$ cat src/rtl/pix_bus_packer.sv
module pix_bus_packer #(
  parameter int CNT_W = 22
) (
  input  logic             clk,
  input  logic             rst_n,
  input  logic [1:0]       cfg_dtype,
  input  logic [1:0]       cfg_bus,
  input  logic [CNT_W-1:0] frame_total,
  input  logic             frame_start,
  input  logic             pix_valid,
  input  logic [23:0]      pix_data,
  output logic             pix_ready,
  input  logic             wr_valid,
  input  logic             wr_flag,
  input  logic [15:0]      wr_data,
  output logic             wr_ready,
  output logic             out_valid,
  output logic [15:0]      out_data,
  output logic             out_dc,
  input  logic             out_ready,
  output logic             cfg_err,
  output logic             busy,
  output logic             frame_done
);

  logic [1:0]       fmt;
  logic             fmt_ok;
  logic [4:0]       pw, bw, hw, sh;
  logic [23:0]      mb, mh;
  logic [1:0]       last_step;

  logic             run, have, have_b, tail, done_q;
  logic [1:0]       step;
  logic [23:0]      a_q, b_q;
  logic [CNT_W-1:0] cnt, tot_q;
  logic [15:0]      pk_word;
  logic             pk_valid, pix_go, pk_go, hits;

  always_comb begin
    fmt    = 2'd0;
    fmt_ok = 1'b1;
    case ({cfg_dtype, cfg_bus})
      4'b00_00: fmt = 2'd3;
      4'b00_10: fmt = 2'd0;
      4'b01_00: fmt = 2'd1;
      4'b01_11: fmt = 2'd0;
      4'b10_01: fmt = 2'd1;
      4'b10_10: fmt = 2'd3;
      4'b11_00: fmt = 2'd2;
      4'b11_10: fmt = 2'd1;
      4'b11_11: fmt = 2'd3;
      default:  fmt_ok = 1'b0;
    endcase
  end

  assign pw = (cfg_dtype == 2'd0) ? 5'd12 : (cfg_dtype == 2'd1) ? 5'd16 :
              (cfg_dtype == 2'd2) ? 5'd18 : 5'd24;
  assign bw = (cfg_bus == 2'd0) ? 5'd8 : (cfg_bus == 2'd1) ? 5'd9 :
              (cfg_bus == 2'd2) ? 5'd12 : 5'd16;
  assign hw = {1'b0, bw[4:1]};
  assign mb = ~(24'hFF_FFFF << bw);
  assign mh = ~(24'hFF_FFFF << hw);
  assign last_step = (fmt == 2'd3) ? 2'd2 : fmt;

  always_comb begin
    sh = pw - bw;
    if (step == 2'd1)      sh = pw - bw - bw;
    else if (step == 2'd2) sh = pw - bw - bw - bw;
    if (fmt == 2'd3 && step == 2'd1)
      pk_word = 16'(((a_q & mh) << hw) | ((b_q >> (pw - hw)) & mh));
    else if (fmt == 2'd3 && step == 2'd2)
      pk_word = 16'(b_q & mb);
    else
      pk_word = 16'((a_q >> sh) & mb);
  end

  assign cfg_err   = !fmt_ok;
  assign pix_ready = run && fmt_ok && !tail &&
                     ((fmt == 2'd3) ? (!have || (step == 2'd1 && !have_b)) : !have);
  assign pix_go    = pix_valid && pix_ready;
  assign hits      = (cnt + 1'b1) == tot_q;

  assign pk_valid  = have && (fmt != 2'd3 || step == 2'd0 || have_b);
  assign out_valid = run ? pk_valid : wr_valid;
  assign out_data  = run ? pk_word : wr_data;
  assign out_dc    = run ? 1'b1 : wr_flag;
  assign wr_ready  = !run && out_ready;
  assign pk_go     = run && pk_valid && out_ready;

  assign busy       = run;
  assign frame_done = done_q;

  always_ff @(posedge clk) begin
    if (!rst_n) begin
      run    <= 1'b0;
      have   <= 1'b0;
      have_b <= 1'b0;
      tail   <= 1'b0;
      done_q <= 1'b0;
      step   <= 2'd0;
      a_q    <= '0;
      b_q    <= '0;
      cnt    <= '0;
      tot_q  <= '0;
    end else begin
      done_q <= 1'b0;
      if (!run && frame_start && frame_total != '0) begin
        run   <= 1'b1;
        cnt   <= '0;
        tot_q <= frame_total;
        tail  <= 1'b0;
      end
      if (pix_go) begin
        cnt <= cnt + 1'b1;
        if (hits) tail <= 1'b1;
        if (!have) begin
          a_q  <= pix_data;
          have <= 1'b1;
          if (fmt == 2'd3 && hits) begin
            b_q    <= '0;
            have_b <= 1'b1;
          end
        end else begin
          b_q    <= pix_data;
          have_b <= 1'b1;
        end
      end
      if (pk_go) begin
        if (step == last_step) begin
          have   <= 1'b0;
          have_b <= 1'b0;
          step   <= 2'd0;
          if (tail) begin
            run    <= 1'b0;
            tail   <= 1'b0;
            done_q <= 1'b1;
          end
        end else begin
          step <= step + 2'd1;
        end
      end
    end
  end

endmodule

$ cat config.mk
export PLATFORM = sky130hd
export DESIGN_NAME = pix_bus_packer
export DESIGN_NICKNAME = d
export VERILOG_FILES = /design/src/rtl/pix_bus_packer.sv
export SDC_FILE = /design/constraint.sdc
export NUM_CORES = 1
export LEC_CHECK = 0
export ABC_CLOCK_PERIOD_IN_PS = 3940
export BUFFER_PORTS_ARGS = -buffer_cell sky130_fd_sc_hd__buf_2
export CORE_MARGIN = 4
export CORE_UTILIZATION = 42
export CTS_CLUSTER_DIAMETER = 100
export DETAILED_ROUTE_END_ITERATION = 10
export PLACE_DENSITY = 0.66
export SYNTH_ARGS = -nofsm -noshare
export SYNTH_HDL_FRONTEND = slang
export SYNTH_SLANG_ARGS = --single-unit
$ cat constraint.sdc
create_clock -name clk -period 3.94 [get_ports clk]
set_input_delay 0.197 -clock clk [delete_from_list [all_inputs] [get_ports clk]]
set_output_delay 0.197 -clock clk [all_outputs]
set_load 0.05 [all_outputs]
==> results of run 1 <==
==> cell type report <==
class	instances	area [um2]
clock inverters	7	83.8
repair buffers	173	1260
clock buffers	9	225
diodes	1	2.50
multi-input cells	728	5790
flip-flops and latches	99	1980
well taps	229	287
fillers	1693	8300
inverters	19	91.3
==> registers in the layout, indices dropped and copies added, names as in the netlist <==
signal / cells
tail: 1
have: 1
b_q: 24
cnt: 22
step: 2
have_b: 1
busy: 1
tot_q: 22
frame_done: 1
a_q: 24
==> layout by cell type, fill, tap and decap left out, types with 7 or more instances in the layout <==
cell	instances
nand2b_1	9
ha_1	13
a21boi_0	30
mux2i_1	120
xor2_1	12
nand3_1	11
a21o_1	7
buf_4	72
inv_1	14
mux2_2	9
o21ai_0	61
a22o_1	25
mux4_2	7
nor2b_1	49
buf_2	76
xnor2_1	20
nor2_1	48
nor3_1	17
clkbuf_16	9
nand2_1	64
a21oi_1	34
dfxtp_1	99
buf_8	8
buf_6	14
and3_1	12
nand4_1	10
nor4_1	13
==> through the flow <==
stage               power, uW  cell area (um2)
global placement         1930             8990
floorplan                1670             8030
CTS                      2900             9580
detailed placement       1940             8990
global route             3070             9720
finish                   2940             9720
==> logic make-up after synthesis <==
logic type,after synthesis
simple gates,290
compound gates,247
mux,138
flops,99
buf+inv,90
xor+xnor,33
fa+ha+maj,19
==> power groups by stage <==
stage               Sequential (uW)  Combinational (uW)  Clock [uW]
floorplan                      1070                 604           0
global placement               1080                 855           0
detailed placement             1080                 864           0
CTS                            1050                 921         921
global route                   1060                1040         966
finish                         1060                 974         908
==> routing by layer <==
| layer | wire length (um) | part of all wire, % |
|---|---|---|
| met2 | 11100 | 46 |
| met4 | 380 | 1.6 |
| met3 | 1750 | 7.3 |
| met5 | 7 | 0.029 |
| met1 | 10800 | 45 |
==> worst reg2reg max path, delay by kind of cell (launching register included) <==
| family | cells | cell delay (ps) |
|---|---|---|
| adders and majority gates | 1 | 330 |
| DFF | 1 | 490 |
| AOI/OAI and AO/OA | 3 | 1130 |
| xor gates and xnor gates | 1 | 160 |
| and+or+nand+nor | 4 | 1290 |
==> path summary, 6_finish.rpt <==
kind | cells after the start | endpoint | startpoint
worst max-delay path | 21 | out_data[12] | cfg_bus[1]
worst min-delay path | 2 | b_q[7] | pix_data[7]
worst min register to register | 1 | have_b | have_b
worst max register to register | 9 | b_q[4] | cnt[0]
==> repair_timing <==
item | 4_1_cts | 5_1_grt
gates resized for setup | 69 | 22
buffers inserted | 5 | 8
cloned | 1 | 1
pin swaps | 20 | 14
setup endpoints to repair | 16 | 16
hold buffers | 0 | 0
endpoints found under the hold margin | 0 | 0
==> results.sh, run 1 <==
export IMPL_outcome="finished with violations"
export IMPL_violations="setup timing"
export IMPL_grt_pass1_wl_mm=37.8
export IMPL_grtUsageMet2_pct=36.5
export IMPL_cts_tree="built"
export IMPL_busiest_layer="met2"
export IMPL_post_route_min_period_ps=4210
export IMPL_numCtsBuffers=9
export IMPL_syn_inst=916
export IMPL_synthArstFlopShare_pct=0
export IMPL_reg2reg_slack_ps=440
export IMPL_area_delta_synth_final_pct=25.6
export IMPL_drive_above_1_share_pct=26.5
export IMPL_start_util_pct=42.9
export IMPL_stdcell_count=1265
export IMPL_netlist_area_um2=7740
export IMPL_synth_top_cell_area_share_pct=25.6
export IMPL_detailed_place_hpwl_mm=18.0
export IMPL_gp_congestion=0.952
export IMPL_worstPathArrival_ps=4010
export IMPL_start_kind="primary input"
export IMPL_final_util_pct=53.9
export IMPL_htreeDepth=3
export IMPL_grt_ovfl_total=0
export IMPL_drc=0
export IMPL_synth_fp_nets=1008
export IMPL_slowest_delay_ps=370
export IMPL_synth_compound_area_share_pct=22.5
export IMPL_swShare_pct=32.7
export IMPL_nNetsFinal=1122
export IMPL_cp_slowest_cell="a2111o_1"
export IMPL_synth_simple_area_share_pct=20.8
export IMPL_skew_ps=8.16
export IMPL_rsz0062_at_grt="yes"
export IMPL_std_cell_rows=49
export IMPL_grt_pass1_vias=6974
export IMPL_worstSkewPairLatency_ps=340
export IMPL_first_pass_iters=5
export IMPL_viasPerCell=5.91
export IMPL_critical_path_class="in2out"
export IMPL_finalCritPeriodShare_pct=107
export IMPL_synth_most_common_cell="mux2i_1"
export IMPL_ys_types=79
export IMPL_synth_commonest_cells="mux2i_1, dfxtp_1, nand2_1, o21ai_0, nor2b_1"
export IMPL_ys_top_cells_by_area="dfxtp_1, mux2i_1, o21ai_0"
export IMPL_cts_clk_slew_worst_paths_ps=70
export IMPL_setup_ws_ps=-271
export IMPL_ioPinCount=96
export IMPL_synth_largest_area_cell="dfxtp_1"
export IMPL_synth_seq_cells=99
export IMPL_ir_worst_vdd_mv=0.221
export IMPL_hold_violations=0
export IMPL_synthAdderAreaFrac_pct=3.07
export IMPL_fmax_mhz=237
export IMPL_vias=7472
export IMPL_ys_warn_count=0
export IMPL_grt_start_max_net_pins=74
export IMPL_p_leak_uw=0.00395
export IMPL_pwr_share_seq_pct=35.9
export IMPL_clock_sinks=99
export IMPL_drt_iter0_drc=669
export IMPL_routed_wl_mm=24.0
export IMPL_synth_avg_cell_area_um2=8.45
export IMPL_setup_violations=16
export IMPL_maxSlewViolCount=0
export IMPL_io_buffers=95
export IMPL_internal_power_uw=1980
export IMPL_cp_top_family="compound AO/OA/AOI/OAI gates"
export IMPL_synth_xor_area_share_pct=3.73
export IMPL_grtUsageMet3_pct=3.29
export IMPL_power_density_nw_per_um2=302
export IMPL_ant_nets=0
export IMPL_cp_required_ps=3740
export IMPL_synthMuxAreaShare_pct=19.1
export IMPL_die_h_um=144
export IMPL_tns_ps=-3020
export IMPL_antenna_found_initial=2
export IMPL_grtUsageMet1_pct=32.6
export IMPL_crit_buf_inv=4
export IMPL_slew_headroom_pct=27.6
export IMPL_clockPowerShare_pct=30.9
export IMPL_groute_usage_overall_pct=22.8
export IMPL_wire_per_inst_um=19.0
export IMPL_root_buffer="clkbuf_16"
export IMPL_endpoint_kind="output port"
export IMPL_maxCapViolCount=0
export IMPL_path_cells="buf_4 > nand2b_4 > inv_6 > ha_4 > nor2b_1 > a2111o_1 > nand3_1 > ha_1 > or3_1 > and2_4 > ha_4 > a21boi_1 > a311oi_1 > o211ai_1 > o211ai_1 > nand3_4 > buf_4 > a2111oi_2 > a211oi_1 > o2bb2ai_4 > buf_6"
export IMPL_path_max_fanout=6
export IMPL_hold_path_class="in2reg"
export IMPL_dp_cells=1235
export IMPL_core_area_um2=18000
export IMPL_die_w_um=144
export IMPL_synth_top_family_by_area="compound AO/OA/AOI/OAI gates"
export IMPL_whs_ps=84.3
export IMPL_pwr_share_comb_pct=33.1
export IMPL_cts_buffer_depth=2
export IMPL_die_area_um2=20700
export IMPL_tightest_slew_ps=1080
export IMPL_synth_edf_count=0
export IMPL_yosys_most_used_dff="dfxtp_1"
export IMPL_ys_seq_area_share_pct=25.6
export IMPL_dp_slack_ps=-608
export IMPL_switching_power_uw=959
(Power assumes the default switching activity.)
==> run 2, diff against run 1 <==
- ABC_AREA: not set -> 1
==> run 2 against run 1 <==
The flow now finishes without violations. Fmax grew 15%. Utilization is 5.4 points lower. Die area grew 3.7%. Critical path depth rose by 3. First-iteration DRC count increased by 10%. Clock power grew 2.2%. Power up 3.1%.
==> results.sh, run 2 <==
export IMPL_synth_most_common_cell="nand2_1"
export IMPL_nNetsFinal=1577
export IMPL_ir_worst_vdd_mv=0.250
export IMPL_endpoint_kind="output port"
export IMPL_start_util_pct=42.9
export IMPL_vias=9156
export IMPL_min_from="pix_data[11]"
export IMPL_slew_headroom_pct=44.3
export IMPL_grtUsageMet1_pct=30.6
export IMPL_root_buffer="clkbuf_16"
export IMPL_grt_start_max_net_pins=59
export IMPL_area_delta_synth_final_pct=13.2
export IMPL_synth_top_cell_area_share_pct=24.6
export IMPL_switching_power_uw=1150
export IMPL_die_h_um=146
export IMPL_slowest_delay_ps=320
export IMPL_post_dp_cell_area_um2=8690
export IMPL_antenna_found_initial=2
export IMPL_htreeDepth=3
export IMPL_grt_pass1_wl_mm=42.8
export IMPL_pwr_share_comb_pct=34.5
export IMPL_pwr_share_seq_pct=34.8
export IMPL_drc=0
export IMPL_internal_power_uw=1880
export IMPL_numCtsBuffers=9
export IMPL_ys_seq_area_share_pct=24.6
export IMPL_synth_seq_cells=99
export IMPL_cp_required_ps=3740
export IMPL_cts_tree="built"
export IMPL_r2r_cells=17
export IMPL_hold_depth=3
export IMPL_outcome="complete, no violations"
export IMPL_cp_slowest_cell="ha_1"
export IMPL_grt_pass1_vias=8632
export IMPL_fmax_mhz=273
export IMPL_post_route_min_period_ps=3670
export IMPL_clock_sinks=99
export IMPL_rsz0062_at_grt="no"
export IMPL_reg2reg_slack_ps=820
export IMPL_wire_per_inst_um=15.2
export IMPL_min_to="a_q[11]"
export IMPL_worstSkewPairLatency_ps=350
export IMPL_synth_edf_count=0
export IMPL_maxSlewViolCount=0
export IMPL_crit_top_cell="inv_1"
export IMPL_groute_usage_overall_pct=24.2
export IMPL_io_buffers=95
export IMPL_tightest_slew_ps=836
export IMPL_path_cells="buf_2 > inv_1 > ha_1 > ha_1 > inv_1 > nand2_1 > nand2_1 > inv_1 > ha_4 > nor2_1 > xnor2_1 > ha_1 > inv_1 > o211ai_1 > inv_1 > nand2_1 > nand3_1 > nand2_2 > clkbuf_4 > nand4_1 > nand3_1 > nand2_1 > a21oi_1 > clkbuf_4"
export IMPL_synth_largest_area_cell="dfxtp_1"
export IMPL_routed_wl_mm=26.2
export IMPL_n_fill_cell=2059
export IMPL_clockPowerShare_pct=30.7
export IMPL_core_area_um2=18800
export IMPL_ys_warn_count=0
export IMPL_setup_violations=0
export IMPL_final_common_cell="nand2_1"
export IMPL_startpoint="cfg_dtype[1]"
export IMPL_final_cell_mix="nand2_1, inv_1, o21ai_0"
export IMPL_ys_top_cells_by_area="dfxtp_1, nand2_1, o21ai_0"
export IMPL_finalCritPeriodShare_pct=93.1
export IMPL_synth_commonest_cells="nand2_1, inv_1, o21ai_0, nor2_1, nand3_1"
export IMPL_skew_ps=11.1
export IMPL_worstPathArrival_ps=3470
export IMPL_gp_congestion=0.953
export IMPL_busiest_layer="met2"
export IMPL_reg_largest_list="a_q (24), b_q (24)"
export IMPL_hold_path_class="in2reg"
export IMPL_ant_nets=0
export IMPL_path_max_fanout=6
export IMPL_power_density_nw_per_um2=332
export IMPL_synth_fp_nets=1511
export IMPL_p_leak_uw=0.00418
export IMPL_viasPerCell=5.31
export IMPL_synthArstFlopShare_pct=0
export IMPL_drt_iter0_drc=736
export IMPL_drive_above_1_share_pct=12.3
export IMPL_grt_ovfl_total=0
export IMPL_first_pass_iters=5
export IMPL_design_area_um2=9110
export IMPL_yosys_most_used_dff="dfxtp_1"
export IMPL_syn_inst=1419
export IMPL_regArea_um2=1980
export IMPL_tns_ps=0
export IMPL_post_cts_setup_buffers=0
export IMPL_maxCapViolCount=0
export IMPL_multi_input_area_um2=5180
export IMPL_synth_avg_cell_area_um2=5.67
export IMPL_r2r_start="cnt[0]"
export IMPL_critical_path_class="in2out"
export IMPL_die_w_um=146
export IMPL_r2r_end="b_q[21]"
export IMPL_grtUsageMet2_pct=42.0
export IMPL_ys_types=42
export IMPL_std_cell_rows=50
export IMPL_hold_violations=0
export IMPL_cts_clk_slew_worst_paths_ps=70
export IMPL_swShare_pct=37.9
export IMPL_cts_buffer_depth=2
export IMPL_detailed_place_hpwl_mm=20.5
export IMPL_netlist_area_um2=8040
export IMPL_ioPinCount=96
export IMPL_die_area_um2=21400
export IMPL_grtUsageMet3_pct=4.07
export IMPL_start_kind="primary input"
## run 2: cell count changes in the layout (fill, tap and decap cells not counted), sizes merged, moves of 65 or more
| cell | previous run | this run |
|---|---|---|
| nand2 | 68 | 461 |
| inv | 21 | 160 |
| mux2i | 122 | 3 |
| nand3 | 15 | 129 |
| nor2 | 48 | 146 |
| o21ai | 62 | 156 |
| a21oi | 36 | 101 |
## run 2: per-stage QoR
stage / worst slack [ps] / utilization (%) / hold slack [ps] / total power [uW] / instances
detailed placement: 117 / 46.3 / 458 / 2080 / 1707
global placement: 223 / 46.3 / 457 / 2070 / 1707
finish: 273 / 48.5 / 107 / 3030 / 1725
global route: 2.51 / 48.5 / 116 / 3210 / 1724
CTS: 107 / 47.9 / 107 / 3000 / 1723
floorplan: 201 / - / 332 / 1810 / 1419
## run 2: critical path, delay by kind of cell
| family | cells | cell delay [ps] |
|---|---|---|
| AO/OA/AOI/OAI | 2 | 330 |
| XOR/XNOR | 1 | 130 |
| adder cells (fa/ha/maj) | 4 | 1110 |
| buffers and inverters | 8 | 960 |
| AND/OR/NAND/NOR | 9 | 740 |
## run 2: power by group through the flow
| stage | Combinational, uW | Sequential (uW) | Clock, uW |
|---|---|---|---|
| after floorplan | 732 | 1070 | 0 |
| after global placement | 999 | 1080 | 0 |
| after detailed placement | 1000 | 1080 | 0 |
| after CTS | 1010 | 1050 | 939 |
| after global routing | 1170 | 1060 | 983 |
| final | 1050 | 1050 | 928 |
## run 2: cell families after synthesis
family	synth area share [%]
DFF	24.6
muxes	0.373
adders and majority gates	2.96
buffers and inverters	11.8
and+or+nand+nor	39.5
AOI/OAI and AO/OA	19.4
xor gates and xnor gates	1.31
## run 2: metal layers
layer / part of all wire, % / up-vias
li1: - / 4708
met1: 44 / 4120
met2: 48 / 270
met3: 5.7 / 54
met4: 2.9 / 4
met5: 0.069 / -
## run 2: worst max path at each step
stage                        to  slack (ps)  depth (start not counted)
global placement    out_data[5]         220                         24
global route        out_data[8]           3                         24
floorplan           out_data[5]         200                         24
detailed placement  out_data[2]         120                         24
CTS                 out_data[2]         110                         24
finish              out_data[7]         270                         24
## run 2: cell type report
cell class	count	area share (%)
Sequential cell	99	21.8
Timing Repair Buffer	128	8.34
Tap cell	234	3.21
Multi-Input combinational cell	1090	56.8
Clock inverter	6	0.852
Antenna cell	1	0.0275
Inverter	157	6.47
Clock buffer	10	2.51
## run 2: timing repair
item | in CTS | in global routing
resized for setup | 0 | 30
hold buffers | 0 | 0
endpoints found under the setup margin | 0 | 16
==> run 3, diff against run 2 <==
- BUFFER_PORTS_ARGS: -buffer_cell sky130_fd_sc_hd__buf_2 -> not set
- DONT_BUFFER_PORTS: not set -> 1
- HOLD_SLACK_MARGIN: not set -> 0.05
- PLACE_DENSITY: 0.66 -> 0.62
==> run 3 against run 2 <==
Clock skew is 1.5 ps higher. Critical path depth fell by 1. Non-clock buffer count decreased by 51. Sequential share of layout area up 0.22 points. Sequential cell count unchanged. Critical path type unchanged. Largest power group unchanged.
==> results.sh, run 3 (synthesis gave the netlist of run 2 again) <==
export IMPL_die_area_um2=21400
export IMPL_p_leak_uw=0.00400
export IMPL_hold_violations=0
export IMPL_clock_sinks=99
export IMPL_fmax_mhz=275
export IMPL_swShare_pct=39.1
export IMPL_multi_input_area_um2=5150
export IMPL_die_w_um=146
export IMPL_tns_ps=0
export IMPL_post_route_min_period_ps=3640
export IMPL_antenna_found_initial=0
export IMPL_r2r_cells=17
export IMPL_min_to="tot_q[14]"
export IMPL_gp_congestion=0.942
export IMPL_groute_usage_overall_pct=24.5
export IMPL_maxCapViolCount=0
export IMPL_routed_wl_mm=26.4
export IMPL_drive_above_1_share_pct=6.53
export IMPL_wire_per_inst_um=15.8
export IMPL_drc=0
export IMPL_hold_path_class="in2reg"
export IMPL_switching_power_uw=1160
export IMPL_r2r_start="cnt[0]"
export IMPL_vias=8914
export IMPL_slew_headroom_pct=34.4
export IMPL_io_buffers=0
export IMPL_start_kind="primary input"
export IMPL_start_util_pct=42.9
export IMPL_ir_worst_vdd_mv=0.199
export IMPL_grt_pass1_wl_mm=42.9
export IMPL_nNetsFinal=1526
export IMPL_final_cell_mix="nand2_1, inv_1, o21ai_0"
export IMPL_cts_tree="built"
export IMPL_hold_depth=2
export IMPL_area_delta_synth_final_pct=12.1
export IMPL_die_h_um=146
export IMPL_root_buffer="clkbuf_16"
export IMPL_maxSlewViolCount=0
export IMPL_detailed_place_hpwl_mm=19.9
export IMPL_r2r_end="b_q[21]"
export IMPL_htreeDepth=3
export IMPL_grtUsageMet3_pct=3.38
export IMPL_cts_clk_slew_worst_paths_ps=80
export IMPL_post_cts_setup_buffers=0
export IMPL_dp_cells=1621
export IMPL_ant_nets=0
export IMPL_drt_iter0_drc=626
export IMPL_first_pass_iters=6
export IMPL_path_cells="inv_1 > ha_1 > ha_1 > inv_1 > nand2_1 > nand2_1 > inv_1 > ha_1 > nor2_1 > xnor2_1 > ha_1 > inv_1 > o211ai_1 > inv_1 > nand2_1 > nand3_1 > nand2_1 > buf_6 > nand3_1 > o21ai_1 > nand2_1 > a21oi_1 > buf_4"
export IMPL_slowest_delay_ps=340
export IMPL_grt_ovfl_total=0
export IMPL_n_fill_cell=2034
export IMPL_setup_violations=0
export IMPL_cp_slowest_cell="ha_1"
export IMPL_reg2reg_slack_ps=900
export IMPL_dp_slack_ps=114
export IMPL_regArea_um2=1980
export IMPL_cts_buffer_depth=2
export IMPL_finalCritPeriodShare_pct=92.3
export IMPL_setup_ws_ps=304
export IMPL_final_common_cell="nand2_1"
export IMPL_grt_start_max_net_pins=57
export IMPL_rsz0062_at_grt="no"
export IMPL_grt_pass1_vias=8344
export IMPL_outcome="complete, no violations"
export IMPL_stdcell_count=1673
export IMPL_crit_buf_inv=7
export IMPL_reg_largest_list="a_q (24), b_q (24)"
export IMPL_worstPathArrival_ps=3440
export IMPL_std_cell_rows=50
export IMPL_min_from="frame_total[14]"
export IMPL_power_density_nw_per_um2=330
export IMPL_pwr_share_seq_pct=35.4
export IMPL_design_area_um2=9020
export IMPL_numCtsBuffers=9
export IMPL_skew_ps=12.6
export IMPL_num_antenna_cells=0
export IMPL_busiest_layer="met2"
export IMPL_worstSkewPairLatency_ps=360
export IMPL_post_dp_cell_area_um2=8290
export IMPL_ioPinCount=96
export IMPL_grtUsageMet2_pct=42.8
export IMPL_endpoint_kind="output port"
export IMPL_viasPerCell=5.33
export IMPL_cp_top_family="adder cells"
export IMPL_critical_path_class="in2out"
export IMPL_power_uw=2980
export IMPL_cp_required_ps=3740
export IMPL_core_area_um2=18800
export IMPL_tightest_slew_ps=978
export IMPL_clockPowerShare_pct=31.0
export IMPL_grtUsageMet1_pct=31.8
export IMPL_pwr_share_comb_pct=33.6
export IMPL_internal_power_uw=1810
export IMPL_path_max_fanout=12
-- run 3: cell types whose count changed in the layout (fill, tap and decap cells not counted), sizes merged --
| cell | previous run | this run |
|---|---|---|
| buf | 121 | 42 |
| dlygate4sd3 | 0 | 35 |
| clkbuf | 17 | 9 |
| clkinv | 1 | 6 |
| inv | 160 | 158 |
| bufinv | 1 | 0 |
| clkinvlp | 1 | 0 |
| diode | 1 | 0 |
-- run 3: area by class of cell --
| class | instances | area share [%] |
|---|---|---|
| Clock inverter | 7 | 1.04 |
| Sequential cell | 99 | 22.0 |
| Tap cell | 234 | 3.25 |
| Inverter | 157 | 6.59 |
| Timing Repair Buffer | 77 | 7.56 |
| Clock buffer | 9 | 2.50 |
| Multi-Input combinational cell | 1090 | 57.1 |
-- run 3: how the worst max path moves through the flow --
stage                  from           end  slack, ps  cells after the start
2_1_floorplan  cfg_dtype[0]   out_data[5]        200                     24
3_3_place_gp   cfg_dtype[0]  out_data[12]        220                     24
3_5_place_dp   cfg_dtype[0]  out_data[12]        110                     24
4_1_cts        cfg_dtype[0]  out_data[12]        100                     24
5_1_grt        cfg_dtype[0]   out_data[8]         20                     23
6_report       cfg_dtype[0]   out_data[8]        300                     23
-- run 3: power groups by stage --
stage          clock [uW]  combinational (uW)  sequential [uW]
2_1_floorplan           0                 732             1070
3_3_place_gp            0                 939             1080
3_5_place_dp            0                 941             1080
4_1_cts               939                 983             1050
5_1_grt               988                1120             1060
6_report              923                1000             1050
-- run 3: metrics by stage --
| step | utilization (%) | hold slack [ps] |
|---|---|---|
| 2_1_floorplan | - | 332 |
| 3_3_place_gp | 44.2 | 329 |
| 6_report | 48.1 | 45.6 |
| 3_5_place_dp | 44.2 | 330 |
| 5_1_grt | 48.1 | 71.9 |
| 4_1_cts | 47.8 | 50.3 |
-- run 3: layer usage --
layer,vias up,part of all wire (%)
met5,-,0
met1,4015,43
met4,0,2.3
met2,249,48
li1,4606,-
met3,44,6.2
-- run 3: timing repair --
action                                  CTS  global route
hold buffers                             36             0
hold endpoints to repair                 57             0
endpoints found under the setup margin    0            16
gates resized for setup                   0             9
-- run 3: worst register-to-register path, cell delays in order (launching register included) --
cell and delay, ps:
dfxtp_1 310, buf_4 160, ha_1 310, nand3_1 150, nor2_1 210, nand3_1 120
nand2_1 110, nand2_1 50, nand2_1 60, nand2_1 50, nor2_1 120, nand3_1 140
nor2_2 220, nand3_2 130, nand2_4 240, nand2_4 260, nor2_1 220, nor2_1 70
